File: src/rtl/bus_err_pkg.sv
package bus_err_pkg;
  localparam int REG_W = 32;
  localparam int SEQ_W = 4;
  localparam int DC_W  = 10;
  localparam int AB_W  = 18;

  localparam int B_TMO  = 31;
  localparam int B_STAT = 30;
  localparam int B_SEQ  = 29;
  localparam int B_DCTX = 28;
  localparam int B_ABTX = 27;
  localparam int B_UACK = 26;
  localparam int B_FDTX = 25;
  localparam int B_XMTR = 24;

  localparam logic [REG_W-1:0] FATAL_MASK = 32'hFE00_0000;
  localparam logic [REG_W-1:0] IMPL_MASK  = 32'hFF00_0000;
endpackage

File: src/rtl/bes_wait_timer.sv
module bes_wait_timer #(
  parameter int LIMIT = 256
) (
  input  logic clk_i,
  input  logic rst_ni,
  input  logic start_i,
  input  logic done_i,
  input  logic dis_i,
  output logic expire_o
);
  localparam int CW = (LIMIT > 2) ? $clog2(LIMIT) : 1;

  logic          waiting_q;
  logic [CW-1:0] cnt_q;
  logic          at_limit;

  assign at_limit = (cnt_q == CW'(LIMIT - 1));
  assign expire_o = waiting_q && !done_i && !start_i && at_limit && !dis_i;

  always_ff @(posedge clk_i or negedge rst_ni) begin
    if (!rst_ni) begin
      waiting_q <= 1'b0;
      cnt_q     <= '0;
    end else if (start_i) begin
      waiting_q <= 1'b1;
      cnt_q     <= '0;
    end else if (waiting_q) begin
      if (done_i || at_limit) begin
        waiting_q <= 1'b0;
        cnt_q     <= '0;
      end else begin
        cnt_q <= cnt_q + CW'(1);
      end
    end
  end
endmodule

File: src/rtl/bes_seq_track.sv
module bes_seq_track #(
  parameter int SEQ_W = 4
) (
  input  logic             clk_i,
  input  logic             rst_ni,
  input  logic             valid_i,
  input  logic [SEQ_W-1:0] seq_i,
  output logic             err_o
);
  logic [SEQ_W-1:0] exp_q;

  assign err_o = valid_i && (seq_i != exp_q);

  // advances on every transfer, matching or not
  always_ff @(posedge clk_i or negedge rst_ni) begin
    if (!rst_ni)      exp_q <= '0;
    else if (valid_i) exp_q <= exp_q + SEQ_W'(1);
  end
endmodule

File: src/rtl/bes_tx_cmp.sv
module bes_tx_cmp #(
  parameter int W = 8
) (
  input  logic [W-1:0] en_i,
  input  logic [W-1:0] drv_i,
  input  logic [W-1:0] obs_i,
  output logic         err_o
);
  assign err_o = |(en_i & (drv_i ^ obs_i));
endmodule

File: src/rtl/bes_ack_track.sv
module bes_ack_track #(
  parameter int MAX_OUT = 4
) (
  input  logic clk_i,
  input  logic rst_ni,
  input  logic issue_i,
  input  logic ack_i,
  output logic err_o
);
  localparam int AW = $clog2(MAX_OUT + 1);

  logic [AW-1:0] cnt_q;
  logic          idle;

  assign idle  = (cnt_q == '0);
  assign err_o = ack_i && !issue_i && idle;

  always_ff @(posedge clk_i or negedge rst_ni) begin
    if (!rst_ni) begin
      cnt_q <= '0;
    end else if (issue_i && !ack_i) begin
      if (cnt_q < AW'(MAX_OUT)) cnt_q <= cnt_q + AW'(1);
    end else if (ack_i && !issue_i && !idle) begin
      cnt_q <= cnt_q - AW'(1);
    end
  end
endmodule

File: src/rtl/bes_flag_bank.sv
module bes_flag_bank #(
  parameter int               W    = 32,
  parameter logic [W-1:0]     IMPL = '1
) (
  input  logic         clk_i,
  input  logic         rst_ni,
  input  logic [W-1:0] set_i,
  input  logic         clr_en_i,
  input  logic [W-1:0] clr_i,
  output logic [W-1:0] q_o
);
  for (genvar i = 0; i < W; i++) begin : g_bit
    if (IMPL[i]) begin : g_impl
      logic q;
      always_ff @(posedge clk_i or negedge rst_ni) begin
        if (!rst_ni) q <= 1'b0;
        else         q <= set_i[i] | (q & ~(clr_en_i & clr_i[i])); // set wins
      end
      assign q_o[i] = q;
    end else begin : g_zero
      assign q_o[i] = 1'b0;
    end
  end
endmodule

File: src/rtl/bus_err_status.sv
module bus_err_status
  import bus_err_pkg::*;
#(
  parameter int DATA_W      = 64,
  parameter int TIMEOUT_CYC = 256,
  parameter int MAX_OUT     = 4
) (
  input  logic              clk_i,
  input  logic              rst_ni,
  input  logic              wr_en_i,
  input  logic [31:0]       wr_data_i,
  output logic [31:0]       rd_data_o,
  output logic              fault_o,
  input  logic              timeout_dis_i,
  input  logic              wait_start_i,
  input  logic              send_data_i,
  input  logic              stat_valid_i,
  input  logic              shared_i,
  input  logic              dirty_i,
  input  logic              statchk_i,
  input  logic              seq_valid_i,
  input  logic [3:0]        seq_i,
  input  logic [9:0]        dc_drv_en_i,
  input  logic [9:0]        dc_drv_i,
  input  logic [9:0]        dc_obs_i,
  input  logic [17:0]       ab_drv_en_i,
  input  logic [17:0]       ab_drv_i,
  input  logic [17:0]       ab_obs_i,
  input  logic              cmd_issue_i,
  input  logic              cmd_ack_i,
  input  logic              dat_chk_i,
  input  logic [DATA_W-1:0] dat_drv_i,
  input  logic [DATA_W-1:0] dat_obs_i,
  input  logic              ecc_err_i,
  input  logic              data_err_i,
  input  logic              xmtr_i
);
  logic tmo_ev, stat_ev, seq_ev, dc_ev, ab_ev, uack_ev, dat_mis, fdtx_ev, xmtr_ev;
  logic [REG_W-1:0] set_vec, flags;

  bes_wait_timer #(.LIMIT(TIMEOUT_CYC)) u_timer (
    .clk_i, .rst_ni,
    .start_i (wait_start_i),
    .done_i  (send_data_i),
    .dis_i   (timeout_dis_i),
    .expire_o(tmo_ev)
  );

  assign stat_ev = stat_valid_i && (statchk_i != (shared_i | dirty_i));

  bes_seq_track #(.SEQ_W(SEQ_W)) u_seq (
    .clk_i, .rst_ni,
    .valid_i(seq_valid_i),
    .seq_i  (seq_i),
    .err_o  (seq_ev)
  );

  bes_tx_cmp #(.W(DC_W)) u_dc_cmp (
    .en_i(dc_drv_en_i), .drv_i(dc_drv_i), .obs_i(dc_obs_i), .err_o(dc_ev)
  );

  bes_tx_cmp #(.W(AB_W)) u_ab_cmp (
    .en_i(ab_drv_en_i), .drv_i(ab_drv_i), .obs_i(ab_obs_i), .err_o(ab_ev)
  );

  bes_tx_cmp #(.W(DATA_W)) u_dat_cmp (
    .en_i({DATA_W{dat_chk_i}}), .drv_i(dat_drv_i), .obs_i(dat_obs_i), .err_o(dat_mis)
  );

  // a transmit mismatch explained by an ECC error is not fatal here
  assign fdtx_ev = dat_mis && !ecc_err_i;

  bes_ack_track #(.MAX_OUT(MAX_OUT)) u_ack (
    .clk_i, .rst_ni,
    .issue_i(cmd_issue_i),
    .ack_i  (cmd_ack_i),
    .err_o  (uack_ev)
  );

  assign xmtr_ev = data_err_i && xmtr_i;

  always_comb begin
    set_vec         = '0;
    set_vec[B_TMO]  = tmo_ev;
    set_vec[B_STAT] = stat_ev;
    set_vec[B_SEQ]  = seq_ev;
    set_vec[B_DCTX] = dc_ev;
    set_vec[B_ABTX] = ab_ev;
    set_vec[B_UACK] = uack_ev;
    set_vec[B_FDTX] = fdtx_ev;
    set_vec[B_XMTR] = xmtr_ev;
  end

  bes_flag_bank #(.W(REG_W), .IMPL(IMPL_MASK)) u_flags (
    .clk_i, .rst_ni,
    .set_i   (set_vec),
    .clr_en_i(wr_en_i),
    .clr_i   (wr_data_i),
    .q_o     (flags)
  );

  assign rd_data_o = flags;
  assign fault_o   = |(flags & FATAL_MASK);
endmodule

File: config.mk
export PLATFORM = sky130hd
export DESIGN_NAME = bus_err_status
export DESIGN_NICKNAME = d
export VERILOG_FILES = /design/src/rtl/bus_err_pkg.sv /design/src/rtl/bes_wait_timer.sv /design/src/rtl/bes_seq_track.sv /design/src/rtl/bes_tx_cmp.sv /design/src/rtl/bes_ack_track.sv /design/src/rtl/bes_flag_bank.sv /design/src/rtl/bus_err_status.sv
export SDC_FILE = /design/constraint.sdc
export NUM_CORES = 1
export LEC_CHECK = 0
export ABC_CLOCK_PERIOD_IN_PS = 1890
export BUFFER_PORTS_ARGS = -buffer_cell sky130_fd_sc_hd__buf_2
export CORE_AREA = 2 2 115 117
export CTS_BUF_LIST = sky130_fd_sc_hd__clkbuf_4 sky130_fd_sc_hd__clkbuf_8
export DETAILED_ROUTE_END_ITERATION = 16
export DIE_AREA = 0 0 117 119
export PLACE_DENSITY_LB_ADDON = 0.2
export SYNTH_ARGS = -nofsm -noshare
export SYNTH_HDL_FRONTEND = slang
export SYNTH_HIERARCHICAL = 1
export SYNTH_SLANG_ARGS = --single-unit
File: constraint.sdc
create_clock -name clk_i -period 1.89 [get_ports clk_i]
set_clock_uncertainty 0.05 [all_clocks]
set_input_delay 0 -clock clk_i [delete_from_list [all_inputs] [get_ports clk_i]]
set_output_delay 0 -clock clk_i [all_outputs]
set_load 0.01 [all_outputs]
==> results of run 1 <==
-- stage by stage --
step	cell area, sq um	power [uW]
after floorplan	2950	1230
after global placement	4170	1590
after detailed placement	4170	1610
after CTS	4400	2020
final	4400	1990
after global routing	4400	2170
-- critical path, cell delays in order --
cell	delay (ns)
dlygate4sd3_1	0.53
buf_2	0.14
nand2b_2	0.22
fa_1	0.52
o2bb2ai_1	0.07
a221oi_1	0.30
-- cell usage in the layout, fill, tap and decap left out, drive strengths merged, types with 4 or more instances in the layout --
| master | n |
|---|---|
| nand2 | 17 |
| a22o | 5 |
| nor4 | 5 |
| a21o | 8 |
| o211ai | 5 |
| inv | 7 |
| clkbuf | 4 |
| a221oi | 5 |
| a22oi | 39 |
| conb | 24 |
| xor2 | 97 |
| nor2 | 4 |
| dlygate4sd3 | 17 |
| dfrtp | 24 |
| o21ai | 7 |
| and3 | 4 |
| nand4 | 13 |
| nand2b | 4 |
| buf | 252 |
-- repair_timing --
item | CTS | global route
resized for setup | 0 | 0
hold endpoints to repair | 38 | 0
hold buffers | 17 | 0
-- routing by layer --
metal  GRT usage [%]  share of wire, %  wire length, microns  up-vias
met1            16.3                39                  3950     1405
met4            2.65              0.73                    75        4
met2            27.2                54                  5510      107
li1                -                 -                     -     1623
met5               0              0.20                    21        -
met3            3.41               6.8                   697        8
-- layout make-up --
cell class	count	share of cell area [%]
tap	176	5.00
timing repair buffer	269	32.7
inverter	7	0.597
clock buffer	4	1.25
multi-input combinational	273	46.7
sequential	24	13.6
antenna	3	0.170
-- state kept, by name, summed over array words and instances (netlist names) --
signal and flops:
u_flags/g_bit.g_impl.q 8, u_timer/cnt_q 8, u_seq/exp_q 4, u_ack/cnt_q 3
u_timer/waiting_q 1
-- worst max-delay path by stage --
stage                                            end  slack [ns]  cells after the start
after floorplan                       u_ack/cnt_q[1]        0.47                      3
after global placement    u_flags/g_bit[25].g_impl.q        0.23                      8
after detailed placement  u_flags/g_bit[25].g_impl.q        0.18                      8
after CTS                             u_ack/cnt_q[1]        0.25                      6
after global routing                  u_ack/cnt_q[1]        0.18                      6
final                                 u_ack/cnt_q[1]        0.22                      6
-- where the power goes --
group / total (uW) / leakage, uW / switching [uW] / internal [uW]
Clock: 361 / 0.0000288 / 175 / 186
Sequential: 721 / 0.000288 / 118 / 602
Combinational: 907 / 0.00194 / 405 / 502
Total: 1990 / 0.00226 / 698 / 1290
==> impl_metrics.toml, run 1 <==
[finish]
post-route-util_pct = 34.2
area_delta_synth_final_pct = 53.6
instances_no_fill = 756
final_nets = 846
drive_gt1_share_pct = 46.8
fillers = 1344
multiInputGateArea_sq_um = 2060
regArea_sq_um = 601

[worst_setup_path]
startpoint_type = "input port"
reg2reg_slack_ns = 0.35
critPathCaptureType = "register"
crit_arrival_ns = 1.78
rr_endpoint = "u_ack/cnt_q[1]"
cp_max_fo = 5
r2r_cells = 3
cp.required_ns = 2.00
path_class = "input port to register"
reg2reg_from = "u_ack/cnt_q[0]"
startpoint = "cmd_ack_i"

[min_path]
holdCritStartpoint = "ab_drv_en_i[6]"
min_path_type = "input port to register"
min_path_cells = 4
holdPathEnd = "u_flags/g_bit[27].g_impl.q"

[synth]
syn_area_sq_um = 2870
synth.avg_cell_area_sq_um = 9.05
yosys_warnings = 6
synth_cells = 317

[detailed_routing]
vias = 3147
wirelength_mm = 10.3
drc = 0
wl_per_cell_microns = 13.6
drt_iter0_markers = 120
ant_nets = 0
vias_per_cell = 4.16
drt-pass1-iter-count = 6

[clocking]
cts_tree = "done"
cts_sinks = 24
clk_pin_slew_worst_paths_ns = 0.09
cts_max_level = 1
cts_made_buffers = 3
postCtsSetupBuffers = 0
insertion_delay_ns = 0.27
cts_buffer_depth = 2
cts-root-buf = "clkbuf_8"

[global_routing]
gr-usage-all-layers_pct = 14.4
grt_max_degree = 37
grt_overflow = 0
antenna_found_initial = 4
grt_pass1_vias = 3358
grt_pass1_wl_mm = 16.0

[floorplanning]
start_util_pct = 22.3
rows = 42
die_h_microns = 119
pin_count = 298
die_w_microns = 117
core-area_sq_um = 12900
die_area_sq_um = 13900

[flow_run]
drv_cap = 0

[timing]
fin_hold_ws_ns = 0.0134
setup-tns-final_ns = 0
grt_setup_unrepaired = "no"
setup_viol = 0
fin_crit_ns = 1.67
clock.fmax_ghz = 0.600
finalHoldViolCount = 0
fin_crit_sh_pct = 88.2
relSlewSlack_pct = 61.5
layout_setup_ws_ns = 0.224
worst_pin_slew_ns = 0.577
slew_violations = 0

[outcome]
status = "completed"

[placement]
gp_congestion = 0.819
hpwl_mm = 8.97
dp_slack_ns = 0.179
io_buffers = 249
place_inst = 732

[power_and_ir_drop]
power_density_nw_per_um2 = 452
p_leak_uw = 0.00226
vdd_drop_max_v = 0.000175
(Power assumes the default switching activity.)
==> run 2, diff against run 1 <==
--- a/config.mk
+++ b/config.mk
@@ -5,13 +5,14 @@
 export SDC_FILE = /design/constraint.sdc
 export NUM_CORES = 1
 export LEC_CHECK = 0
-export ABC_CLOCK_PERIOD_IN_PS = 1890
+export ABC_CLOCK_PERIOD_IN_PS = 1700
 export BUFFER_PORTS_ARGS = -buffer_cell sky130_fd_sc_hd__buf_2
 export CORE_AREA = 2 2 115 117
 export CTS_BUF_LIST = sky130_fd_sc_hd__clkbuf_4 sky130_fd_sc_hd__clkbuf_8
 export DETAILED_ROUTE_END_ITERATION = 16
 export DIE_AREA = 0 0 117 119
 export PLACE_DENSITY_LB_ADDON = 0.2
+export SLEW_MARGIN = 10
 export SYNTH_ARGS = -nofsm -noshare
 export SYNTH_HDL_FRONTEND = slang
 export SYNTH_HIERARCHICAL = 1
==> constraint.sdc (replaced) <==
create_clock -name clk_i -period 1.7 [get_ports clk_i]
set_clock_uncertainty 0.05 [all_clocks]
set_input_delay 0 -clock clk_i [delete_from_list [all_inputs] [get_ports clk_i]]
set_output_delay 0 -clock clk_i [all_outputs]
set_load 0.01 [all_outputs]
==> impl_metrics.toml, run 2 (synthesis results as in run 1) <==
[outcome]
status = "completed"

[placement]
io_buffers = 249
place_inst = 734
place_area_sq_um = 4190
gp_congestion = 0.823
dp_slack_ns = -0.0201
hpwl_mm = 9.09

[min_path]
min_path_cells = 4
min_path_type = "input port to register"
holdCritStartpoint = "dc_drv_en_i[2]"
holdPathEnd = "u_flags/g_bit[28].g_impl.q"

[worst_setup_path]
cp_slowest_stage_delay_ns = 0.53
critPathCaptureType = "register"
cp_max_fo = 5
startpoint_type = "input port"
crit_path_top_delay_cell = "dlygate4sd3_1"
crit_arrival_ns = 1.76
reg2reg_from = "u_ack/cnt_q[0]"
path_delay_family = "buffers and inverters"
cp.required_ns = 1.81
rr_endpoint = "u_ack/cnt_q[1]"
timing.critical_path.buf_inv = 2
path_class = "input port to register"
r2r_cells = 3
reg2reg_slack_ns = 0.18
path_cells = "dlygate4sd3_1 -> buf_2 -> nand2b_2 -> fa_1 -> o2bb2ai_1 -> a221oi_1"

[timing]
worst_pin_slew_ns = 0.598
relSlewSlack_pct = 60.1
finalHoldViolCount = 0
clock.fmax_ghz = 0.607
fin_crit_sh_pct = 96.9
slew_violations = 0
grt_setup_unrepaired = "no"
setup_viol = 0
setup-tns-final_ns = 0
layout_setup_ws_ns = 0.0527
fin_crit_ns = 1.65

[power_and_ir_drop]
p_sw_uw = 766
power.share.clock_pct = 16.0
seqPwrFrac_pct = 37.1
netSwitchingFraction_pct = 35.5
vdd_drop_max_v = 0.000186
power_density_nw_per_um2 = 488
p_leak_uw = 0.00227
internal-power_uw = 1390
comb_power_share_pct = 46.9

[finish]
final_nets = 848
post-route-util_pct = 34.3
fin_area_sq_um = 4420
largestRegisters = "u_flags/g_bit.g_impl.q: 8 flops, u_timer/cnt_q: 8 flops, u_seq/exp_q: 4 flops"
area_delta_synth_final_pct = 54.0
drive_gt1_share_pct = 47.1
instances_no_fill = 759
layout.cells.most_common = "buf_2"
final_cell_mix = "buf_2 (249), xor2_1 (97), a22oi_1 (38), dfrtp_1 (24), conb_1 (24)"

[floorplanning]
start_util_pct = 22.3
die_w_microns = 117
die_area_sq_um = 13900
core-area_sq_um = 12900
die_h_microns = 119
pin_count = 298
rows = 42

[clocking]
cts_sinks = 24
cts_buffer_depth = 2
cts-root-buf = "clkbuf_8"
cts_max_level = 1
insertion_delay_ns = 0.27
cts_made_buffers = 3
cts_tree = "done"
clk_pin_slew_worst_paths_ns = 0.09

[flow_run]
drv_cap = 0

[detailed_routing]
wirelength_mm = 10.3
drt_iter0_markers = 86
wl_per_cell_microns = 13.5
ant_nets = 0
drc = 0
vias_per_cell = 4.24
drt-pass1-iter-count = 4
vias = 3219

[global_routing]
antenna_found_initial = 7
grt_pass1_vias = 3266
grt_pass1_wl_mm = 15.8
grt_max_degree = 30
gr-usage-all-layers_pct = 14.3
grt_overflow = 0
## run 2: stage by stage
step | power, uW | hold slack [ns]
5_1_grt | 2350 | 0.00911
4_1_cts | 2180 | 0.00767
3_5_place_dp | 1790 | -0.0136
3_3_place_gp | 1770 | -0.0137
2_1_floorplan | 1370 | -0.346
6_report | 2160 | 0.0120
## run 2: power groups by stage
stage / logic [uW] / clock network [uW] / registers, uW
floorplan: 592 / 0 / 777
global placement: 961 / 0 / 811
detailed placement: 986 / 0 / 808
CTS: 1020 / 364 / 800
global route: 1140 / 393 / 820
finish: 1010 / 345 / 800
## run 2: routing by layer
layer,vias to the layer above,global-route usage [%],part of all wire [%]
met5,-,0,0.26
met1,1446,15.9,38
met3,16,3.87,7.4
met2,121,26.1,52
li1,1632,-,-
met4,4,4.04,1.8
## run 2: worst max path at each step
stage / start / to / slack, ns / depth (start not counted)
detailed placement: dat_chk_i / u_flags/g_bit[25].g_impl.q / -0.02 / 8
CTS: cmd_ack_i / u_ack/cnt_q[1] / 0.04 / 6
global placement: dat_chk_i / u_flags/g_bit[25].g_impl.q / 0.04 / 8
global route: cmd_ack_i / u_ack/cnt_q[1] / 0.003 / 6
finish: cmd_ack_i / u_ack/cnt_q[1] / 0.05 / 6
floorplan: u_ack/cnt_q[0] / u_ack/cnt_q[1] / 0.28 / 3
## run 2: cell type report
type	count	area, sq um
Timing Repair Buffer	271	1450
Sequential cell	24	601
Inverter	7	26.3
Clock buffer	3	41.3
Tap cell	176	220
Multi-Input combinational cell	273	2060
Fill cell	1408	8460
Antenna cell	5	12.5
## run 2: worst min-delay path: stages
cell     delay [ns]
buf_2          0.08
a22oi_1        0.06
nand4_1        0.07
a21o_1         0.08
## run 2: timing repair
action | 4_1_cts | 5_1_grt
hold buffers | 17 | 0
gates resized for setup | 0 | 1
endpoints found under the setup margin | 0 | 1
hold endpoints to repair | 38 | 0
setup buffers | 0 | 0
==> run 3, diff against run 2 <==
--- a/config.mk
+++ b/config.mk
@@ -5,15 +5,17 @@
 export SDC_FILE = /design/constraint.sdc
 export NUM_CORES = 1
 export LEC_CHECK = 0
+export ABC_AREA = 1
 export ABC_CLOCK_PERIOD_IN_PS = 1700
 export BUFFER_PORTS_ARGS = -buffer_cell sky130_fd_sc_hd__buf_2
-export CORE_AREA = 2 2 115 117
+export CORE_AREA = 2 2 114 116
 export CTS_BUF_LIST = sky130_fd_sc_hd__clkbuf_4 sky130_fd_sc_hd__clkbuf_8
 export DETAILED_ROUTE_END_ITERATION = 16
-export DIE_AREA = 0 0 117 119
+export DIE_AREA = 0 0 116 118
 export PLACE_DENSITY_LB_ADDON = 0.2
 export SLEW_MARGIN = 10
 export SYNTH_ARGS = -nofsm -noshare
 export SYNTH_HDL_FRONTEND = slang
 export SYNTH_HIERARCHICAL = 1
 export SYNTH_SLANG_ARGS = --single-unit
+export TNS_END_PERCENT = 5
==> impl_metrics.toml, run 3 <==
[outcome]
status = "completed"

[detailed_routing]
met2WireLength_mm = 5.83
drt_iter0_markers = 170
vias_per_cell = 4.01
wl_per_cell_microns = 9.95
wl_met3_microns = 709
top_layer_used = "met4"
drt-pass1-iter-count = 4
vias = 4626
wirelength_mm = 11.5
wl_met1_mm = 4.80
ant_nets = 0
drc = 0

[synth]
syn_area_sq_um = 3560
yosys_warnings = 6
synth.avg_cell_area_sq_um = 4.98
synth_cells = 715

[placement]
gp_congestion = 0.795
io_buffers = 249
place_area_sq_um = 4880
place_inst = 1127
hpwl_mm = 9.62

[finish]
instances_no_fill = 1153
largestRegisters = "u_flags/g_bit.g_impl.q: 8 flops, u_timer/cnt_q: 8 flops, u_seq/exp_q: 4 flops"
area_delta_synth_final_pct = 46.3
final_nets = 1249
fin_area_sq_um = 5200
fillers = 1440
final_cell_mix = "nand2_1 (294), buf_2 (248), nor2_1 (164), inv_1 (107), nand3_1 (44)"
multiInputGateArea_sq_um = 2390
drive_gt1_share_pct = 28.6
regArea_sq_um = 601
layout.cells.most_common = "nand2_1"

[floorplanning]
die_w_microns = 116
die_h_microns = 118
core-area_sq_um = 12400
rows = 41
pin_count = 298
die_area_sq_um = 13700
start_util_pct = 28.7

[power_and_ir_drop]
internal-power_uw = 1470
p_total_uw = 2380
power_density_nw_per_um2 = 458
seqPwrFrac_pct = 33.2
power.share.clock_pct = 16.4
vdd_drop_max_v = 0.000292
comb_power_share_pct = 50.5
p_leak_uw = 0.00334
netSwitchingFraction_pct = 38.3
p_sw_uw = 913

[clocking]
postCtsSetupBuffers = 0
cts_buffer_depth = 2
cts_tree = "done"
clk_pin_slew_worst_paths_ns = 0.08
cts_sinks = 24
cts-root-buf = "clkbuf_8"
insertion_delay_ns = 0.27
cts_made_buffers = 3
cts_max_level = 1

[worst_setup_path]
path_cells = "buf_6 -> clkbuf_16 -> nand2_1 -> nor2_1 -> nor2_1 -> nand2_1 -> nor2_1 -> nand2_1 -> nor2_1 -> nand2_1 -> inv_1 -> nor2_1 -> inv_1 -> nand2_1 -> dlygate4sd3_1"
path_depth = 15
cp_max_fo = 8
startpoint = "dat_chk_i"
cp.required_ns = 1.80
reg2reg_slack_ns = 0.20
crit_arrival_ns = 1.68
critical_path.endpoint = "u_flags/g_bit[25].g_impl.q"
rr_endpoint = "u_flags/g_bit[26].g_impl.q"
crit_path_top_delay_cell = "dlygate4sd3_1"
critPathCaptureType = "register"
path_class = "input port to register"
reg2reg_from = "u_ack/cnt_q[0]"
path_delay_family = "buffers and inverters"
cp_slowest_stage_delay_ns = 0.54
r2r_cells = 6
timing.critical_path.buf_inv = 5
startpoint_type = "input port"

[timing]
worst_pin_slew_ns = 0.540
setup_viol = 0
slew_violations = 0
fin_crit_sh_pct = 92.8
fin_crit_ns = 1.58
setup-tns-final_ns = 0
finalHoldViolCount = 0
clock.fmax_ghz = 0.634
relSlewSlack_pct = 64.0

[global_routing]
grt_max_degree = 65
gr-usage-all-layers_pct = 15.8
grt_pass1_vias = 4268
antenna_found_initial = 1
grt_overflow = 0
grt_pass1_wl_mm = 17.9

[flow_run]
drv_cap = 0

[min_path]
min_path_type = "input port to register"
[run 3: area by class of cell]
cell class                      instances  area share (%)
Multi-Input combinational cell        571            45.9
Timing Repair Buffer                  271            29.4
Clock buffer                            4            1.06
Sequential cell                        24            11.5
Inverter                              110            7.93
Antenna cell                            1          0.0481
Tap cell                              172            4.13
[run 3: stage by stage]
step,hold WS [ns],util (%),worst slack (ns)
global route,0.0149,41.9,-0.00714
global placement,-0.0339,39.3,0.305
finish,0.00541,41.9,0.122
detailed placement,-0.0321,39.3,0.281
floorplan,-0.346,-,0.370
CTS,0.000175,41.1,0.0663
[run 3: worst min-delay path by stage]
stage | start | end | depth (start not counted)
after CTS | cmd_issue_i | u_ack/cnt_q[2] | 3
final | stat_valid_i | u_flags/g_bit[30].g_impl.q | 5
after global placement | rst_ni | u_seq/exp_q[3] | 1
after detailed placement | rst_ni | u_seq/exp_q[3] | 1
after floorplan | rst_ni | u_ack/cnt_q[0] | 0
after global routing | cmd_issue_i | u_ack/cnt_q[2] | 3
[run 3: what timing repair did]
item / in CTS / in global routing
setup endpoints to repair: 0 / 1
resized for setup: 0 / 4
endpoints found under the hold margin: 36 / 0
hold buffers: 16 / 0
[run 3: power by group through the flow]
| stage | Combinational, uW | Clock, uW | Sequential, uW |
|---|---|---|---|
| final | 1200 | 390 | 790 |
| after global routing | 1410 | 431 | 808 |
| after CTS | 1180 | 412 | 793 |
| after detailed placement | 1130 | 0 | 802 |
| after global placement | 1110 | 0 | 803 |
| after floorplan | 730 | 0 | 772 |
[run 3: routing by layer]
metal,GRT usage (%),up-vias
li1,-,2590
met1,17.2,1886
met2,31.2,138
met3,2.78,12
met4,2.98,0
met5,0,-
[run 3: worst register-to-register path: cells and delay by family, from the launching register on]
family	cells	cell delay, ns
simple gates	4	0.39
flops	1	0.43
buf+inv	2	0.58
